==> config.mk <==
export PLATFORM = sky130hd
export DESIGN_NAME = link_dir_ctrl
export DESIGN_NICKNAME = d
export VERILOG_FILES = /design/src/rtl/link_dir_pkg.sv /design/src/rtl/link_tx_fsm.sv /design/src/rtl/link_mode_arb.sv /design/src/rtl/link_pair_steer.sv /design/src/rtl/link_side_sigs.sv /design/src/rtl/link_dir_ctrl.sv
export SDC_FILE = /design/constraint.sdc
export NUM_CORES = 1
export LEC_CHECK = 0
export ABC_AREA = 1
export BUFFER_PORTS_ARGS = -buffer_cell sky130_fd_sc_hd__buf_2
export CAP_MARGIN = 20
export CORE_AREA = 8 8 45 47
export DETAILED_ROUTE_END_ITERATION = 12
export DIE_AREA = 0 0 53 55
export GPL_ROUTABILITY_DRIVEN = 0
export PLACE_DENSITY_LB_ADDON = 0.25
export SLEW_MARGIN = 10
export SYNTH_ARGS = -nofsm -noshare
export SYNTH_HDL_FRONTEND = slang
export SYNTH_HIERARCHICAL = 1
export SYNTH_SLANG_ARGS = --single-unit
==> constraint.sdc <==
create_clock -name clk -period 1.68 [get_ports clk]
set_input_delay 0.168 -clock clk [delete_from_list [all_inputs] [get_ports clk]]
set_output_delay 0.168 -clock clk [all_outputs]
set_load 0.01 [all_outputs]
==> src/rtl/link_dir_pkg.sv <==
package link_dir_pkg;

    typedef enum logic [1:0] {
        TX_IDLE   = 2'd0,
        TX_ACTIVE = 2'd1,
        TX_HOLD   = 2'd2
    } tx_state_e;

    typedef enum logic {
        MODE_SYNC  = 1'b0,
        MODE_ASYNC = 1'b1
    } link_mode_e;

    typedef struct packed {
        tx_state_e st;
    } tx_regs_t;

    typedef struct packed {
        link_mode_e mode;
    } mode_regs_t;

    typedef struct packed {
        logic reset_req;
        logic sync_str;
    } side_regs_t;

endpackage

==> src/rtl/link_tx_fsm.sv <==
module link_tx_fsm
    import link_dir_pkg::*;
(
    input  logic clk,
    input  logic rst_n,
    input  logic tx_req_n,
    input  logic tx_done,
    input  logic failsafe,
    output logic tx_on,
    output logic busy
);

    tx_regs_t r_d, r_q;

    always_comb begin
        r_d = r_q;
        unique case (r_q.st)
            TX_IDLE: begin
                if (!tx_req_n && !failsafe) r_d.st = TX_ACTIVE;
            end
            TX_ACTIVE: begin
                if (failsafe || tx_done) begin
                    r_d.st = tx_req_n ? TX_IDLE : TX_HOLD;
                end else if (tx_req_n) begin
                    r_d.st = TX_IDLE;
                end
            end
            TX_HOLD: begin
                if (tx_req_n) r_d.st = TX_IDLE;
            end
            default: r_d.st = TX_IDLE;
        endcase
    end

    always_ff @(posedge clk or negedge rst_n) begin
        if (!rst_n) r_q <= '{st: TX_IDLE};
        else        r_q <= r_d;
    end

    // the done pulse and failsafe cut the drivers in the cycle they are seen
    assign busy  = (r_q.st == TX_ACTIVE);
    assign tx_on = busy && !tx_done && !failsafe;

endmodule

==> src/rtl/link_mode_arb.sv <==
module link_mode_arb
    import link_dir_pkg::*;
(
    input  logic clk,
    input  logic rst_n,
    input  logic busy,
    input  logic async_req,
    output logic async_mode
);

    mode_regs_t r_d, r_q;

    always_comb begin
        r_d = r_q;
        if (!busy) r_d.mode = async_req ? MODE_ASYNC : MODE_SYNC;
    end

    always_ff @(posedge clk or negedge rst_n) begin
        if (!rst_n) r_q <= '{mode: MODE_SYNC};
        else        r_q <= r_d;
    end

    assign async_mode = (r_q.mode == MODE_ASYNC);

endmodule

==> src/rtl/link_pair_steer.sv <==
module link_pair_steer (
    input  logic tx_on,
    input  logic async_mode,
    input  logic failsafe,
    output logic data_drv_en,
    output logic clk_drv_en,
    output logic tx_active_n
);

    logic drive;

    always_comb begin
        drive       = tx_on && !failsafe;
        clk_drv_en  = drive;
        data_drv_en = drive && !async_mode;
        tx_active_n = !drive;
    end

endmodule

==> src/rtl/link_side_sigs.sv <==
module link_side_sigs
    import link_dir_pkg::*;
#(
    parameter bit REG_SIDE = 1'b1
) (
    input  logic clk,
    input  logic rst_n,
    input  logic bp_select,
    input  logic bp_reset,
    input  logic sync_en,
    input  logic sync_pulse,
    output logic present,
    output logic mod_reset_req,
    output logic sync_out
);

    assign present = bp_select;

    generate
        if (REG_SIDE) begin : g_reg
            side_regs_t r_d, r_q;

            always_comb begin
                r_d           = r_q;
                r_d.reset_req = bp_select && bp_reset;
                r_d.sync_str  = sync_en && sync_pulse;
            end

            always_ff @(posedge clk or negedge rst_n) begin
                if (!rst_n) r_q <= '{reset_req: 1'b0, sync_str: 1'b0};
                else        r_q <= r_d;
            end

            assign mod_reset_req = r_q.reset_req;
            assign sync_out      = r_q.sync_str;
        end else begin : g_comb
            logic unused_clk;
            assign unused_clk    = clk ^ rst_n;
            assign mod_reset_req = bp_select && bp_reset;
            assign sync_out      = sync_en && sync_pulse;
        end
    endgenerate

endmodule

==> src/rtl/link_dir_ctrl.sv <==
module link_dir_ctrl #(
    parameter bit REG_SIDE = 1'b1
) (
    input  logic clk,
    input  logic rst_n,
    input  logic tx_req_n,
    input  logic async_req,
    input  logic tx_done,
    input  logic failsafe,
    input  logic bp_select,
    input  logic bp_reset,
    input  logic sync_en,
    input  logic sync_pulse,
    output logic data_drv_en,
    output logic clk_drv_en,
    output logic tx_active_n,
    output logic async_mode,
    output logic mod_reset_req,
    output logic present,
    output logic sync_out
);

    logic tx_on;
    logic busy;

    link_tx_fsm u_fsm (
        .clk      (clk),
        .rst_n    (rst_n),
        .tx_req_n (tx_req_n),
        .tx_done  (tx_done),
        .failsafe (failsafe),
        .tx_on    (tx_on),
        .busy     (busy)
    );

    link_mode_arb u_mode (
        .clk        (clk),
        .rst_n      (rst_n),
        .busy       (busy),
        .async_req  (async_req),
        .async_mode (async_mode)
    );

    link_pair_steer u_steer (
        .tx_on       (tx_on),
        .async_mode  (async_mode),
        .failsafe    (failsafe),
        .data_drv_en (data_drv_en),
        .clk_drv_en  (clk_drv_en),
        .tx_active_n (tx_active_n)
    );

    link_side_sigs #(.REG_SIDE(REG_SIDE)) u_side (
        .clk           (clk),
        .rst_n         (rst_n),
        .bp_select     (bp_select),
        .bp_reset      (bp_reset),
        .sync_en       (sync_en),
        .sync_pulse    (sync_pulse),
        .present       (present),
        .mod_reset_req (mod_reset_req),
        .sync_out      (sync_out)
    );

endmodule

-- After elaboration in Yosys (flattened, before gate mapping)
Index checks and enable logic that the tools add are counted.
- flip-flop bits (word level): 5
- input port bits: 10
- output and inout port bits: 7
- logic and storage cells: 27
- eq/ne operators: 3
- multiplexer cells: 6
- reduce and logical (&&, ||, !) cells: 14
- operator list (kind ; number):
    $mux 2 ; 4
    $logic_and 1x1->1 ; 7
    $pmux 2 s3 ; 1
    $logic_not 1->1 ; 5
    $eq 2x1->1 const B ; 1
    $eq 2x2->1 const B ; 1
    $logic_not 2->1 ; 1
    $ne 2x1->1 const B ; 1
    $logic_or 1x1->1 ; 1
    $mux 1 ; 1

-- Longest topological paths before layout
Gate-level depths: netlist of run 1.
- depth after elaboration: 5
- gate-level depth with buffers: 6
- mapped depth without buffers: 6

-- Hierarchy
The synthesis of run 1 kept the hierarchy.
- by module, submodules not included (module ; times used ; cells each ; area each (um^2) ; sequential area each (um^2)):
    link_tx_fsm ; 1 ; 17 ; 111.4 ; 50.0
    link_side_sigs ; 1 ; 7 ; 72.6 ; 50.0
    link_mode_arb ; 1 ; 5 ; 40.0 ; 25.0
    link_pair_steer ; 1 ; 4 ; 20.0 ; 0.0

-- Worst setup path before layout of run 1
OpenSTA, ideal clock, no wires.
- path type: register to output
- start: register u_fsm/r_q[1] (netlist bit)
- end: output data_drv_en
- arrival time: 0.834 ns
- required time: 1.512 ns
- setup slack: 0.678 ns
- cell stages (with the launch flop): 6
- path buffers: 0
- path through: dfrtp_1 inv_1 nand2_1 nor2_1 nand2_2 nor2_2
- longest elaborated chain between the ends: 5
- RTL lines (element ; line ; RTL):
    start: declaration ; link_tx_fsm.sv:13 ; tx_regs_t r_d, r_q;
    start signal: assignment ; link_tx_fsm.sv:36 ; if (!rst_n) r_q <= '{st: TX_IDLE};
    start signal: assignment ; link_tx_fsm.sv:37 ; else r_q <= r_d;
    $eq 2x1->1 ; link_tx_fsm.sv:41 ; assign busy = (r_q.st == TX_ACTIVE);
    $logic_and 1x1->1 (2 in a row) ; link_tx_fsm.sv:42 ; assign tx_on = busy && !tx_done && !failsafe;
    via tx_on ; link_dir_ctrl.sv:23 ; logic tx_on;
    $logic_and 1x1->1 ; link_pair_steer.sv:13 ; drive = tx_on && !failsafe;
    $logic_and 1x1->1 ; link_pair_steer.sv:15 ; data_drv_en = drive && !async_mode;
    end: declaration ; link_dir_ctrl.sv:14 ; output logic data_drv_en,
The timed path passes the listed nets, and every way through them passes these cells.

-- Worst setup path after layout of run 1
Ends and elaborated chain as after synthesis.

==> flow_metrics.py, run 1 <==
metrics = {
    "logic_synthesis": {
        "yosys-top-cells-area": "dfrtp_1 (51%), inv_1 (17%), nand2_1 (14%)",
        "synth.top_cell.area_share": 0.513,
        "yosysWarnings": 6,
        "ys_types": 10,
        "syn_area_per_cell_um2": 7.39,
        "synth_top_area_cell": "dfrtp_1",
        "synth_top_flop_cell": "dfrtp_1",
        "yosysMostFrequentCell": "inv_1",
        "yosysSeqAreaShare": 0.513,
        "synth_cells": 33,
        "ys_seq_elements": 5,
        "ys_async_sr_fraction": 1.00,
        "syn-num-nets": 43,
        "synth_common_cells": "inv_1 (11), nand2_1 (9), dfrtp_1 (5), nor2_1 (2)",
        "synth_edf_count": 0,
        "syn_area_um2": 244,
    },
    "finish": {
        "syn_to_final_growth_pct": 52.8,
        "num_antenna_cells": 0,
        "drive_gt1_frac": 0.396,
        "utilization": 0.269,
        "fin_cells": 69,
        "nFillCells": 159,
        "nNetsFinal": 64,
    },
    "clock_tree": {
        "cts_tree": "done",
        "cts_resized": 0,
        "insertion_delay_ns": 0.24,
        "clk_pin_slew_ns": 0.04,
        "cts.sinks": 5,
        "cts.root.buffer_cell": "clkbuf_4",
        "cts_buffer_depth": 2,
        "cts_buffers": 3,
        "cts_htree_levels": 1,
    },
    "sta": {
        "slew_viol_final": 0,
        "relSlewSlack": 0.921,
        "hold_viol_final": 0,
        "grt_setup_unrepaired": "no",
        "fin_skew_ns": 0.00415,
        "fmax_mhz": 753,
        "fin_tns_setup_ns": 0,
        "post-route-period-util": 0.790,
        "finalCriticalPeriod_ns": 1.33,
        "worst_pin_slew_ns": 0.118,
        "holdWs_ns": 0.111,
        "setup_viol": 0,
    },
    "power": {
        "finalPower_mw": 0.314,
        "leakage_nw": 0.246,
        "powerDensity_nw_per_um2": 841,
        "ir_drop_mv": 0.310,
    },
    "critical_path": {
        "critPathKind": "flip-flop to primary output",
        "crit_path_end_kind": "primary output",
        "critPathMaxFanout": 3,
        "crit_arrival_ns": 1.16,
        "startpoint_type": "flip-flop",
        "critPathRequiredTime_ns": 1.51,
    },
    "floorplanning": {
        "io_pins": 17,
        "num_rows": 14,
        "dieHeight_um": 55,
        "core-area_um2": 1380,
        "die_w_um": 53,
        "dieArea_um2": 2920,
        "start_util": 0.176,
    },
    "drt": {
        "drc": 0,
        "vias": 241,
        "firstDrtPassIters": 2,
        "via_per_inst": 3.49,
        "wl_per_cell_um": 8.06,
        "ant_nets": 0,
        "wirelength_um": 556,
        "dr.first_iter.drc_count": 1,
    },
    "job": {
        "drv_cap": 0,
    },
    "outcome": {
        "run_status": "completed",
    },
    "grt": {
        "grt_usage": 0.0433,
        "grt_max_degree": 6,
        "grt_pass1_vias": 235,
        "antenna_found_initial": 0,
        "overflow": 0,
        "grt_pass1_wl_um": 862,
    },
    "placed_design": {
        "port_buffers": 16,
        "hpwl_um": 477,
        "place_inst": 64,
    },
    "hold_path": {
        "min_path_type": "input pin to flip-flop",
    },
}
-- logic make-up (layout without fill, tap and decap cells) --
logic type             Yosys count  count (layout)  share of synthesized area
AOI/OAI and AO/OA                1               1                     0.0205
buffers and inverters           12              32                      0.200
and+or+nand+nor                 15              15                      0.267
DFF                              5               5                      0.513
-- sequential cells by signal, summed over array words and instances (netlist names) --
register,cells
u_side/sync_out,1
u_side/mod_reset_req,1
u_fsm/r_q,2
u_mode/async_mode,1
-- cells in the final DEF (no fill, tap or decap), drive strengths merged --
cell          n
buf          16
clkbuf        4
dfrtp         5
dlygate4sd3   1
inv          11
nand2        10
nand3         1
nand4         1
nor2          3
o21ai         1
-- routing by layer --
metal | global-route usage | part of all wire
met3 | 0.0321 | 0.16
met2 | 0.0547 | 0.40
met4 | 0.0517 | 0
met5 | 0 | 0
met1 | 0.0415 | 0.44
-- worst paths after layout --
path	start	endpoint	slack (ns)	cells after the start
max	u_fsm/r_q[1]	data_drv_en	0.35	6
min	sync_pulse	u_side/sync_out	0.11	3
max reg2reg	u_fsm/r_q[1]	u_mode/async_mode	0.86	6
min reg2reg	u_fsm/r_q[1]	u_fsm/r_q[1]	0.51	2
max in group asynchronous	rst_n	u_side/mod_reset_req	1.28	2
min in group asynchronous	rst_n	u_fsm/r_q[0]	0.27	2
-- where the power goes --
| group | internal [mW] | switching, mW |
|---|---|---|
| Sequential | 0.129 | 0.00455 |
| Clock | 0.0896 | 0.0462 |
| Combinational | 0.0206 | 0.0237 |
-- through the flow --
stage | instance area, um^2 | setup WS, ns
6_report | 373 | 0.352
5_1_grt | 373 | 0.216
3_5_place_dp | 337 | 0.594
3_3_place_gp | 337 | 0.616
2_1_floorplan | 244 | 0.678
4_1_cts | 373 | 0.330
-- cell type report --
class	count	area [um^2]	share of cell area
multi-input cells	16	70.1	0.188
flip-flops and latches	5	125	0.336
repair buffers	17	90.1	0.242
well taps	16	20.0	0.0537
clock buffers	4	26.3	0.0705
inverters	11	41.3	0.111
-- worst max-delay path, stage by stage (launching register included) --
cell and delay (ns):
dfrtp_1 0.37, inv_1 0.08, nand2_1 0.07, nor2_1 0.13, nand2_2 0.08, nor2_2 0.07, buf_2 0.12
-- what timing repair did --
action	CTS	global route
endpoints found under the setup margin	0	0
endpoints found under the hold margin	5	0
hold buffers	1	0
setup buffers	0	0
(Power assumes the default switching activity.)
==> inputs of run 2 (changes only) <==
--- a/config.mk
+++ b/config.mk
@@ -5,7 +5,7 @@
 export SDC_FILE = /design/constraint.sdc
 export NUM_CORES = 1
 export LEC_CHECK = 0
-export ABC_AREA = 1
+export ABC_AREA = 0
 export BUFFER_PORTS_ARGS = -buffer_cell sky130_fd_sc_hd__buf_2
 export CAP_MARGIN = 20
 export CORE_AREA = 8 8 45 47
==> constraint.sdc (replaced) <==
create_clock -name clk -period 1.25 [get_ports clk]
set_input_delay 0.125 -clock clk [delete_from_list [all_inputs] [get_ports clk]]
set_output_delay 0.125 -clock clk [all_outputs]
set_load 0.01 [all_outputs]
==> flow_metrics.py, run 2 <==
metrics = {
    "outcome": {
        "run_status": "finished, violations left",
        "violations": "negative setup slack",
    },
    "hold_path": {
        "min_path_type": "input pin to flip-flop",
        "hold_path_depth": 2,
    },
    "logic_synthesis": {
        "synth_common_cells": "dfrtp_1 (5), and2_1 (2), nand2b_1 (2)",
        "ys_seq_elements": 5,
        "syn-num-nets": 28,
        "ys_async_sr_fraction": 1.00,
        "yosys-top-cells-area": "dfrtp_1 (51%), a2111oi_2 (6.1%), mux2_4 (6.1%)",
        "synth_top_area_cell": "dfrtp_1",
        "syn_area_um2": 246,
        "synth_cells": 18,
        "yosysWarnings": 6,
        "syn_area_per_cell_um2": 13.7,
        "synth_edf_count": 0,
        "yosysMostFrequentCell": "dfrtp_1",
        "synth.top_cell.area_share": 0.508,
        "yosysSeqAreaShare": 0.508,
        "ys_types": 12,
        "synth_top_flop_cell": "dfrtp_1",
    },
    "finish": {
        "fin_cells": 57,
        "drive_gt1_frac": 0.707,
        "largest-register": "u_fsm/r_q",
        "largest_reg_flops": 2,
        "layout_commonest_cell": "buf_2",
        "utilization": 0.298,
        "syn_to_final_growth_pct": 67.5,
        "multi_input_area_um2": 129,
        "num_antenna_cells": 0,
        "regArea_um2": 125,
        "nNetsFinal": 52,
        "stdcell_area_um2": 413,
        "nFillCells": 152,
        "most-common-layout-cells": "buf_2 (16), dfrtp_1 (5), clkbuf_4 (3), buf_4 (3)",
    },
    "job": {
        "drv_cap": 0,
    },
    "clock_tree": {
        "cts_htree_levels": 1,
        "clk_pin_slew_ns": 0.04,
        "cts.root.buffer_cell": "clkbuf_4",
        "cts_buffers": 3,
        "insertion_delay_ns": 0.24,
        "cts_buffer_depth": 2,
        "cts.sinks": 5,
        "cts_tree": "done",
    },
    "floorplanning": {
        "num_rows": 14,
        "dieHeight_um": 55,
        "start_util": 0.178,
        "core-area_um2": 1380,
        "io_pins": 17,
        "dieArea_um2": 2920,
        "die_w_um": 53,
    },
    "placed_design": {
        "postPlaceCellArea_um2": 354,
        "dp_slack_ns": -0.113,
        "port_buffers": 16,
        "place_inst": 51,
    },
    "grt": {
        "overflow": 0,
        "grt_pass1_wl_mm": 1.05,
        "grt_max_degree": 7,
        "grt_pass1_vias": 262,
        "antenna_found_initial": 0,
        "grt_usage": 0.0527,
    },
    "critical_path": {
        "crit_path_end_kind": "primary output",
        "crit_slowest_cell": "dfrtp_1",
        "worst-path-stages": 3,
        "critPathMaxFanout": 3,
        "startpoint_type": "flip-flop",
        "r2r_cells": 3,
        "crit_buf_inv": 1,
        "crit_arrival_ns": 1.22,
        "crit_family": "simple AND/OR/NAND/NOR gates",
        "cp_cell_sequence": "nor4b_4 -> nor3b_2 -> buf_2",
        "critPathKind": "flip-flop to primary output",
        "critPathRequiredTime_ns": 1.12,
        "worst_path_largest_cell_delay_ns": 0.40,
    },
    "power": {
        "p_sw_mw": 0.103,
        "switching_share": 0.235,
        "finalPower_mw": 0.440,
        "power_frac_seq": 0.409,
        "p_clk_frac": 0.415,
        "ir_drop_mv": 0.687,
        "p_comb_frac": 0.177,
        "internal_power_mw": 0.337,
        "powerDensity_nw_per_um2": 1070,
        "leakage_nw": 0.199,
    },
    "drt": {
        "drc": 0,
        "firstDrtPassIters": 1,
        "vias": 223,
        "dr.first_iter.drc_count": 0,
        "wirelength_um": 644,
        "wl_per_cell_um": 11.3,
        "via_per_inst": 3.91,
        "ant_nets": 0,
    },
    "sta": {
        "fin_skew_ns": 0.0000628,
        "relSlewSlack": 0.819,
        "hold_viol_final": 0,
        "grt_setup_unrepaired": "yes",
        "post-route-period-util": 1.07,
        "finalCriticalPeriod_ns": 1.34,
        "setup_viol": 3,
        "setup_slack_ns": -0.0921,
        "fmax_mhz": 745,
        "slew_viol_final": 0,
        "worst_pin_slew_ns": 0.271,
    },
}
[run 2: logic make-up (layout without fill, tap and decap cells)]
kind of cell / Yosys count / in the layout / share of synthesized area
flops: 5 / 5 / 0.508
compound gates: 3 / 3 / 0.132
buf+inv: 1 / 24 / 0.0305
simple gates: 8 / 8 / 0.269
mux: 1 / 1 / 0.0609
[run 2: metrics by stage]
stage | hold slack, ns | setup TNS (ns)
floorplan | -0.171 | 0
global placement | -0.0583 | 0
detailed placement | -0.0579 | -0.151
CTS | 0.0539 | -0.206
global route | 0.0454 | -0.545
finish | 0.0597 | -0.214
[run 2: final timing paths]
path | from | end | slack (ns)
min reg2reg | u_mode/async_mode | u_mode/async_mode | 0.55
max in group asynchronous | rst_n | u_side/sync_out | 0.89
min | tx_req_n | u_fsm/r_q[1] | 0.06
max reg2reg | u_fsm/r_q[1] | u_mode/async_mode | 0.13
max | u_fsm/r_q[1] | data_drv_en | -0.09
min in group asynchronous | rst_n | u_fsm/r_q[0] | 0.23
[run 2: timing repair]
action                                  CTS  global route
endpoints found under the hold margin     5             0
setup buffers                             0             1
endpoints found under the setup margin    3             3
hold buffers                              1             0
gates resized for setup                   2             0
pin swaps                                 1             0
[run 2: final cells by class]
| type | instances | share of cell area |
|---|---|---|
| Tap cell | 16 | 0.0485 |
| Clock buffer | 4 | 0.0636 |
| Timing Repair Buffer | 20 | 0.273 |
| Sequential cell | 5 | 0.303 |
| Multi-Input combinational cell | 12 | 0.312 |
[run 2: power groups by stage]
stage	combinational [mW]	sequential (mW)	clock, mW
detailed placement	0.0720	0.181	0
finish	0.0777	0.180	0.182
CTS	0.0787	0.180	0.190
global route	0.0850	0.181	0.212
floorplan	0.0268	0.187	0
global placement	0.0699	0.180	0
[run 2: per-layer routing]
metal / vias to the layer above / track usage / wire [um]
met2: 11 / 0.0859 / 329
met5: - / 0 / 0
li1: 108 / - / -
met4: 0 / 0.0259 / 0
met1: 104 / 0.0399 / 243
met3: 0 / 0.0535 / 71
[run 2: worst reg2reg max path, stage by stage, from the launching register on]
cell,delay (ns)
dfrtp_1,0.40
buf_4,0.17
nor2b_4,0.13
mux2_4,0.31
==> inputs of run 3 (changes only) <==
==> constraint.sdc (replaced) <==
create_clock -name clk -period 1.25 [get_ports clk]
set_input_delay 0.25 -clock clk [delete_from_list [all_inputs] [get_ports clk]]
set_output_delay 0.25 -clock clk [all_outputs]
set_load 0.01 [all_outputs]
==> flow_metrics.py, run 3 (same netlist as run 2, synthesis figures left out) <==
metrics = {
    "grt": {
        "grt_usage": 0.0515,
        "antenna_found_initial": 0,
        "overflow": 0,
        "grt_max_degree": 6,
        "grt_pass1_wl_um": 979,
        "grt_pass1_vias": 229,
    },
    "floorplanning": {
        "num_rows": 14,
        "dieHeight_um": 55,
        "io_pins": 17,
        "die_w_um": 53,
        "core-area_um2": 1380,
        "start_util": 0.178,
        "dieArea_um2": 2920,
    },
    "critical_path": {
        "startpoint_type": "flip-flop",
        "critPathKind": "flip-flop to primary output",
        "worst_path_largest_cell_delay_ns": 0.40,
        "crit_slowest_cell": "dfrtp_1",
        "critPathMaxFanout": 3,
        "crit_arrival_ns": 1.23,
        "crit_family": "simple AND/OR/NAND/NOR gates",
        "critPathRequiredTime_ns": 1.00,
        "crit_path_end_kind": "primary output",
        "cp_cell_sequence": "nor4b_4 -> nor3b_2 -> buf_2",
        "crit_buf_inv": 1,
    },
    "power": {
        "power_frac_seq": 0.408,
        "switching_share": 0.230,
        "powerDensity_nw_per_um2": 1050,
        "internal_power_mw": 0.340,
        "p_clk_frac": 0.407,
        "p_comb_frac": 0.185,
        "leakage_nw": 0.203,
        "p_sw_mw": 0.101,
        "ir_drop_mv": 0.505,
        "finalPower_mw": 0.441,
    },
    "placed_design": {
        "hpwl_um": 559,
        "postPlaceCellArea_um2": 375,
        "port_buffers": 16,
        "place_inst": 53,
    },
    "drt": {
        "drc": 0,
        "wl_per_cell_um": 11.0,
        "vias": 231,
        "ant_nets": 0,
        "firstDrtPassIters": 1,
        "wirelength_um": 638,
        "dr.first_iter.drc_count": 0,
        "via_per_inst": 3.98,
    },
    "outcome": {
        "violations": "negative setup slack",
        "run_status": "finished, violations left",
    },
    "finish": {
        "num_antenna_cells": 0,
        "syn_to_final_growth_pct": 70.6,
        "nFillCells": 157,
        "stdcell_area_um2": 420,
        "drive_gt1_frac": 0.714,
        "regArea_um2": 125,
        "most-common-layout-cells": "buf_2 (16), dfrtp_1 (5), buf_4 (4), clkbuf_4 (3)",
        "layout_commonest_cell": "buf_2",
        "largest_reg_flops": 2,
        "nNetsFinal": 53,
        "utilization": 0.304,
        "multi_input_area_um2": 129,
        "fin_cells": 58,
        "largest-register": "u_fsm/r_q",
    },
    "clock_tree": {
        "cts_buffer_depth": 2,
        "cts.sinks": 5,
        "cts_htree_levels": 1,
        "cts.root.buffer_cell": "clkbuf_4",
        "clk_pin_slew_ns": 0.04,
        "cts_buffers": 3,
        "insertion_delay_ns": 0.24,
        "cts_tree": "done",
        "post_cts_buffers": 0,
    },
    "sta": {
        "fin_skew_ns": 0.0000341,
        "fmax_mhz": 675,
        "fin_tns_setup_ns": -0.505,
        "post-route-period-util": 1.19,
        "hold_viol_final": 0,
        "relSlewSlack": 0.826,
        "grt_setup_unrepaired": "yes",
        "worst_pin_slew_ns": 0.261,
        "slew_viol_final": 0,
        "setup_slack_ns": -0.231,
        "finalCriticalPeriod_ns": 1.48,
        "setup_viol": 3,
    },
    "hold_path": {
        "min_path_type": "input pin to flip-flop",
    },
    "job": {
        "drv_cap": 0,
    },
}
==> run 3: worst register-to-register path, cell delays in order (launching register included) <==
cell	delay [ns]
dfrtp_1	0.40
buf_4	0.17
nor2b_4	0.13
mux2_4	0.30
==> run 3: final cells by class <==
class | count | share of cell area
Clock buffer | 4 | 0.0625
Timing Repair Buffer | 21 | 0.286
Multi-Input combinational cell | 12 | 0.307
Tap cell | 16 | 0.0476
Sequential cell | 5 | 0.298
==> run 3: path summary, 6_finish.rpt <==
path / start / endpoint / slack (ns) / cells after the start
setup / recovery: u_fsm/r_q[1] / data_drv_en / -0.23 / 3
hold / removal: tx_req_n / u_fsm/r_q[1] / 0.19 / 2
setup reg to reg: u_fsm/r_q[1] / u_mode/async_mode / 0.13 / 3
hold reg to reg: u_mode/async_mode / u_mode/async_mode / 0.55 / 1
max in group asynchronous: rst_n / u_side/sync_out / 0.76 / 2
min in group asynchronous: rst_n / u_fsm/r_q[1] / 0.36 / 2
==> run 3: metal layers <==
metal / GRT usage / wire length (um) / up-vias
met2: 0.0820 / 355 / 9
met5: 0 / 0 / -
met3: 0.0401 / 60 / 2
met1: 0.0383 / 211 / 109
li1: - / - / 111
met4: 0.0517 / 11 / 0
==> run 3: power by group through the flow <==
stage | clock network (mW) | registers [mW] | logic [mW]
after floorplan | 0 | 0.187 | 0.0273
after global placement | 0 | 0.181 | 0.0757
after detailed placement | 0 | 0.181 | 0.0780
after CTS | 0.191 | 0.180 | 0.0834
after global routing | 0.211 | 0.180 | 0.0880
final | 0.180 | 0.180 | 0.0817
==> run 3: through the flow <==
step	hold WS, ns	setup WS, ns
after detailed placement	0.0668	-0.0907
after floorplan	-0.0456	0.0487
after global routing	0.171	-0.357
after CTS	0.180	-0.266
final	0.190	-0.231
after global placement	0.0668	-0.0312
==> run 3: what timing repair did <==
action / 4_1_cts / 5_1_grt
hold buffers: 1 / 0
setup endpoints to repair: 3 / 3
resized for setup: 1 / 0
hold endpoints to repair: 5 / 0
